===== src/rtl/pwr_hs_pkg.sv =====
package pwr_hs_pkg;

  localparam int CFG_W     = 5;
  localparam int IMODE_LSB = 0;
  localparam int SMODE_LSB = 2;
  localparam int INIT_BIT  = 4;

  typedef enum logic [1:0] {
    PM_FORCE = 2'd0,
    PM_NONE  = 2'd1,
    PM_SMART = 2'd2,
    PM_RSVD  = 2'd3
  } pm_mode_e;

  localparam logic [CFG_W-1:0] CFG_RESET = {1'b0, PM_SMART, PM_SMART};

  // Reserved code folds onto smart.
  function automatic pm_mode_e pm_decode(input logic [1:0] code);
    if (code == 2'd3) return PM_SMART;
    return pm_mode_e'(code);
  endfunction

endpackage


===== src/rtl/pwr_cfg_regs.sv =====
module pwr_cfg_regs
  import pwr_hs_pkg::*;
#(
  parameter int N_GATE = 2
) (
  input  logic              clk,
  input  logic              rst,
  input  logic              cfg_we,
  input  logic [CFG_W-1:0]  cfg_wdata,
  input  logic              cs_we,
  input  logic [N_GATE-1:0] cs_wdata,
  input  logic [N_GATE-1:0] cs_ack,
  output logic [CFG_W-1:0]  cfg_rdata,
  output logic [N_GATE-1:0] cs_ack_rd,
  output logic [N_GATE-1:0] cs_req,
  output pm_mode_e          idle_mode,
  output pm_mode_e          stby_mode,
  output logic              stby_init
);

  logic [CFG_W-1:0]  cfg_q;
  logic [N_GATE-1:0] csr_q;

  always_ff @(posedge clk) begin
    if (rst) begin
      cfg_q     <= CFG_RESET;
      csr_q     <= '0;
      cfg_rdata <= CFG_RESET;
      cs_ack_rd <= '0;
    end else begin
      if (cfg_we) cfg_q <= cfg_wdata;
      if (cs_we)  csr_q <= cs_wdata;
      cfg_rdata <= cfg_q;
      cs_ack_rd <= cs_ack;
    end
  end

  assign cs_req    = csr_q;
  assign idle_mode = pm_decode(cfg_q[IMODE_LSB +: 2]);
  assign stby_mode = pm_decode(cfg_q[SMODE_LSB +: 2]);
  assign stby_init = cfg_q[INIT_BIT];

  // a written request shows on the output after the write edge
  a_r10_cs_req_write: assert property (@(posedge clk) disable iff (rst)
    cs_we |=> (cs_req == $past(cs_wdata)));

  // readback follows the stored value one clock later
  a_r2_cfg_readback: assert property (@(posedge clk) disable iff (rst)
    cfg_we |=> ##1 (cfg_rdata == $past(cfg_wdata, 2)));

endmodule


===== src/rtl/pwr_idle_ctrl.sv =====
module pwr_idle_ctrl
  import pwr_hs_pkg::*;
#(
  parameter int N_GATE = 2
) (
  input  logic              clk,
  input  logic              rst,
  input  logic              idle_req,
  input  pm_mode_e          idle_mode,
  input  logic              stby_init,
  input  logic [N_GATE-1:0] cs_ack,
  output logic              idle_ack,
  output logic              fclk_en,
  output logic              iclk_en
);

  typedef enum logic {ST_RUN = 1'b0, ST_IDLE = 1'b1} idle_st_e;

  idle_st_e st_q, st_d;
  logic     grant;

  always_comb begin
    case (idle_mode)
      PM_FORCE: grant = 1'b1;
      PM_NONE:  grant = 1'b0;
      default:  grant = (&cs_ack) & stby_init;
    endcase
  end

  always_comb begin
    st_d = st_q;
    case (st_q)
      ST_RUN:  if (idle_req && grant) st_d = ST_IDLE;
      ST_IDLE: if (!idle_req)         st_d = ST_RUN;
      default: st_d = ST_RUN;
    endcase
  end

  always_ff @(posedge clk) begin
    if (rst) begin
      st_q    <= ST_RUN;
      fclk_en <= 1'b1;
      iclk_en <= 1'b1;
    end else begin
      st_q    <= st_d;
      fclk_en <= (st_d == ST_RUN);
      iclk_en <= (st_d == ST_RUN);
    end
  end

  assign idle_ack = (st_q == ST_IDLE);

  // force policy answers one clock after the request
  a_r4_force_ack: assert property (@(posedge clk) disable iff (rst)
    (idle_req && idle_mode == PM_FORCE) |=> idle_ack);

  // no-idle policy never starts an acknowledge
  a_r5_none_holds: assert property (@(posedge clk) disable iff (rst)
    (!idle_ack && idle_mode == PM_NONE) |=> !idle_ack);

  // smart policy waits for every acknowledge and the start bit
  a_r3_smart_wait: assert property (@(posedge clk) disable iff (rst)
    (!idle_ack && idle_mode == PM_SMART && !((&cs_ack) && stby_init)) |=> !idle_ack);

  // release is seen one clock after the request drops
  a_r9_release: assert property (@(posedge clk) disable iff (rst)
    !idle_req |=> !idle_ack);

  // enables move together with the acknowledge
  a_r8_gate_on_ack: assert property (@(posedge clk) disable iff (rst)
    $rose(idle_ack) |-> (!fclk_en && !iclk_en));
  a_r8_restore: assert property (@(posedge clk) disable iff (rst)
    $fell(idle_ack) |-> (fclk_en && iclk_en));

endmodule


===== src/rtl/pwr_stby_ctrl.sv =====
module pwr_stby_ctrl
  import pwr_hs_pkg::*;
(
  input  logic     clk,
  input  logic     rst,
  input  pm_mode_e stby_mode,
  input  logic     stby_init,
  input  logic     mst_busy,
  output logic     stby_req
);

  logic allow;

  always_comb begin
    case (stby_mode)
      PM_NONE: allow = 1'b0;
      default: allow = stby_init & ~mst_busy;
    endcase
  end

  always_ff @(posedge clk) begin
    if (rst) stby_req <= 1'b0;
    else     stby_req <= allow;
  end

  // standby only follows a cycle with policy, start bit and an idle master
  a_r7_stby_cause: assert property (@(posedge clk) disable iff (rst)
    stby_req |-> $past(stby_mode != PM_NONE && stby_init && !mst_busy));
  a_r7_busy_blocks: assert property (@(posedge clk) disable iff (rst)
    mst_busy |=> !stby_req);

endmodule


===== src/rtl/pwr_handshake_ctrl.sv =====
module pwr_handshake_ctrl
  import pwr_hs_pkg::*;
#(
  parameter int N_GATE = 2
) (
  input  logic              clk,
  input  logic              rst,
  input  logic              cfg_we,
  input  logic [4:0]        cfg_wdata,
  output logic [4:0]        cfg_rdata,
  input  logic              cs_we,
  input  logic [N_GATE-1:0] cs_wdata,
  output logic [N_GATE-1:0] cs_req,
  input  logic [N_GATE-1:0] cs_ack,
  output logic [N_GATE-1:0] cs_ack_rd,
  input  logic              idle_req,
  output logic              idle_ack,
  input  logic              mst_busy,
  output logic              stby_req,
  output logic              fclk_en,
  output logic              iclk_en
);

  pm_mode_e idle_mode;
  pm_mode_e stby_mode;
  logic     stby_init;

  pwr_cfg_regs #(.N_GATE(N_GATE)) u_regs (
    .clk       (clk),
    .rst       (rst),
    .cfg_we    (cfg_we),
    .cfg_wdata (cfg_wdata),
    .cs_we     (cs_we),
    .cs_wdata  (cs_wdata),
    .cs_ack    (cs_ack),
    .cfg_rdata (cfg_rdata),
    .cs_ack_rd (cs_ack_rd),
    .cs_req    (cs_req),
    .idle_mode (idle_mode),
    .stby_mode (stby_mode),
    .stby_init (stby_init)
  );

  pwr_idle_ctrl #(.N_GATE(N_GATE)) u_idle (
    .clk       (clk),
    .rst       (rst),
    .idle_req  (idle_req),
    .idle_mode (idle_mode),
    .stby_init (stby_init),
    .cs_ack    (cs_ack),
    .idle_ack  (idle_ack),
    .fclk_en   (fclk_en),
    .iclk_en   (iclk_en)
  );

  pwr_stby_ctrl u_stby (
    .clk       (clk),
    .rst       (rst),
    .stby_mode (stby_mode),
    .stby_init (stby_init),
    .mst_busy  (mst_busy),
    .stby_req  (stby_req)
  );

  // reset leaves the outputs in their run values
  a_r1_reset_state: assert property (@(posedge clk)
    $past(rst) |-> (!idle_ack && !stby_req && fclk_en && iclk_en && cs_req == '0));

endmodule


===== config.mk =====
export PLATFORM = sky130hd
export DESIGN_NAME = pwr_handshake_ctrl
export DESIGN_NICKNAME = d
export VERILOG_FILES = /design/src/rtl/pwr_hs_pkg.sv /design/src/rtl/pwr_cfg_regs.sv /design/src/rtl/pwr_idle_ctrl.sv /design/src/rtl/pwr_stby_ctrl.sv /design/src/rtl/pwr_handshake_ctrl.sv
export SDC_FILE = /design/constraint.sdc
export NUM_CORES = 1
export LEC_CHECK = 0
export BUFFER_PORTS_ARGS = -buffer_cell sky130_fd_sc_hd__buf_2
export CAP_MARGIN = 20
export CELL_PAD_IN_SITES_DETAIL_PLACEMENT = 1
export CELL_PAD_IN_SITES_GLOBAL_PLACEMENT = 1
export CORE_MARGIN = 2
export CORE_UTILIZATION = 33
export DETAILED_ROUTE_END_ITERATION = 12
export PLACE_DENSITY_LB_ADDON = 0.1
export SLEW_MARGIN = 20
export SYNTH_ARGS = -nofsm -noshare
export SYNTH_HDL_FRONTEND = slang
export SYNTH_SLANG_ARGS = --single-unit

===== constraint.sdc =====
create_clock -name clk -period 3 [get_ports clk]
set_clock_uncertainty 0.1 [all_clocks]
set_input_delay 0.6 -clock clk [delete_from_list [all_inputs] [get_ports clk]]
set_output_delay 0.6 -clock clk [all_outputs]
set_load 0.03 [all_outputs]

==> flow_summary.ini <==
[timing]
final_worst_hold_slack_ns = 0.374
fin_setup_tns_ns = 0
worst-slew-pin-transition_ns = 0.226
grt_setup_unrepaired = no
report.final.setup_viol = 0
final_max_slew_viol_count = 0
post-route-period-util = 0.518
max_freq_mhz = 644
report.final.hold_viol_count = 0
timing.slew.headroom = 0.847
timing.final.crit_period_ns = 1.55

[global_routing]
grt_max_degree = 14
first_global_vias = 438
globalRoute.totalOverflow = 0
track_usage = 0.128
grt_first_pass_wirelength_mm = 1.84
antenna_found_initial = 0

[placed_design]
finalWeightedCongestion = 0.631
place.port_buffers = 27
numPlacedInstances = 88

[floorplanning]
core_area_sq_um = 1540
fp-row-count = 14
chipHeight_microns = 44.8
die_x_microns = 44.8
floorplan.initialDensity = 0.356
i_o_pin_cnt = 28
fp.dieArea_sq_um = 2010

[critical_path]
r2r_cells = 2
cp-endpoint = idle_ack
crit_family = flip-flops
timing.rr.end = u_idle.idle_ack$_SDFF_PP0_
worstReg2RegStart = u_regs.cfg_q[1]$_SDFFE_PP1P_
critical_path_arrival_ns = 0.85
required_worst_endpoint_ns = 2.30
worst_setup_path_startpoint = u_idle.idle_ack$_SDFF_PP0_
timing.reg2reg.setup_slack_ns = 1.95
crit_path_depth = 1
cp.buffers_inverters = 1
crit_type = flop to output port
setup.worst_path.end_class = output port
timing.critical_path.slowest_cell_delay_ns = 0.37
cp_max_fo = 3
cpMaxStageDelayCell = dfxtp_1
critPathLaunchType = flop
worst_path_cell_trace = buf_2

[logic_synthesis]
synth-seq-cells = 17
synthTopCellsByArea = dfxtp_1, mux2i_1, nor2b_1, nor2_1, or2_1
async_reset_ff_frac = 0
syn_inst = 48
postSynthAreaPerCell_sq_um = 11.4
post_synthesis_net_count = 63
synth_sequential_area_ratio = 0.620
synth.yosys.warnings = 0
synthesis.area_sq_um = 549
yosys_most_used_dff = dfxtp_1
synth_top_area_share = 0.620
yosysMostFrequentCell = dfxtp_1
synth_cell_type_count = 13
synth-edff-count = 0
synth_top_area_cell = dfxtp_1
synth_common_cells = dfxtp_1, mux2i_1, nor2_1, nor2b_1

[outcome]
status = completed

[route]
drt-wirelength-per-cell_microns = 11.6
first_iter_violations = 2
total_number_of_vias = 429
detail_route.first_pass.iterations = 2
detail-route-antenna-nets = 0
detail_route.wirelength_mm = 1.07
route.detailed.drc = 0
ratio_of_routed_vias_to_standard_cells = 4.66

[clock_tree]
clock_tree.root_cell = clkbuf_4
htree_num_levels = 1
cts_tree = built
numClockSinks = 17
clk-insertion-delay-late_ns = 0.28
post_cts.resized_instances = 0
post_cts.repair.setup_buffers = 0
cts_hold_repair.buffers = 0
cts.reportedPaths.clkPinSlew_ns = 0.09
cts.path.max_buffers = 2
cts-buffers-inserted = 3

[finish]
syn_to_final_growth_pct = 29.8
layout-drive-gt1-share = 0.408
final_nets = 92
stdcell_count = 92
n_antenna_cell = 0

[min_path]
holdCritPathClass = input port to flop

[power_and_ir_drop]
powerDensity_nw_per_um2 = 571
static_leakage_nw = 0.360
post-layout-total-power_mw = 0.407
irDropWorstVdd_mv = 0.245

[flow_run]
timing.max_cap.violations = 0
## worst min path at each step
stage / from / to / slack (ns) / cells after the start
after floorplan: u_regs.cfg_q[3]$_SDFFE_PP1P_ / u_regs.cfg_rdata[3]$_SDFF_PP1_ / 0.33 / 1
after global placement: u_regs.cfg_q[3]$_SDFFE_PP1P_ / u_regs.cfg_rdata[3]$_SDFF_PP1_ / 0.36 / 1
after detailed placement: u_regs.cfg_q[3]$_SDFFE_PP1P_ / u_regs.cfg_rdata[3]$_SDFF_PP1_ / 0.36 / 1
after CTS: mst_busy / u_stby.stby_req$_SDFF_PP0_ / 0.36 / 2
after global routing: mst_busy / u_stby.stby_req$_SDFF_PP0_ / 0.38 / 2
final: mst_busy / u_stby.stby_req$_SDFF_PP0_ / 0.37 / 2
## layer usage
layer | vias up | part of all wire | track usage
li1 | 216 | - | -
met1 | 191 | 0.42 | 0.150
met2 | 20 | 0.46 | 0.217
met3 | 2 | 0.11 | 0.0400
met4 | 0 | 0.010 | 0.0529
met5 | - | 0 | 0
## power by group
part           internal (mW)  switching [mW]  total [mW]
clock network         0.0515          0.0638       0.115
logic                 0.0205          0.0300      0.0504
registers              0.236         0.00507       0.242
## cells in the final DEF (no fill, tap or decap), drive strengths merged
cell	synthesis	layout
buf	3	27
clkbuf	0	4
dfxtp	17	17
o311a	1	1
inv	1	1
nand2	2	2
o311ai	1	1
or2	2	2
mux2i	7	7
nor2	6	6
and4	1	1
nor2b	6	6
nor3b	1	1
## cells by family (layout without fill, tap and decap cells)
group / after synthesis / in the layout / synth area share
multiplexers: 7 / 7 / 0.128
AO/OA/AOI/OAI: 2 / 2 / 0.0342
AND/OR/NAND/NOR: 18 / 18 / 0.180
buffers and inverters: 4 / 32 / 0.0387
flip-flops: 17 / 17 / 0.620
## layout make-up
| cell class | instances | area (sq um) |
|---|---|---|
| flip-flops and latches | 17 | 340 |
| multi-input cells | 27 | 188 |
| fillers | 184 | 828 |
| well taps | 16 | 20.0 |
| inverters | 1 | 3.75 |
| clock buffers | 4 | 26.3 |
| repair buffers | 27 | 135 |
## metrics by stage
stage                     instance area, sq um   util  setup slack [ns]
after floorplan                            549      -              1.60
after global placement                     687  0.446              1.59
after detailed placement                   687  0.446              1.58
after CTS                                  713  0.463              1.43
after global routing                       713  0.463              1.41
final                                      713  0.463              1.45
## flip-flops by register name, indices dropped and copies added (netlist names)
register,cells
u_idle.idle_ack,1
u_regs.cs_req,2
u_stby.stby_req,1
u_regs.cfg_rdata,5
u_regs.cfg_q,5
u_idle.fclk_en,1
u_regs.cs_ack_rd,2
(Power assumes the default switching activity.)
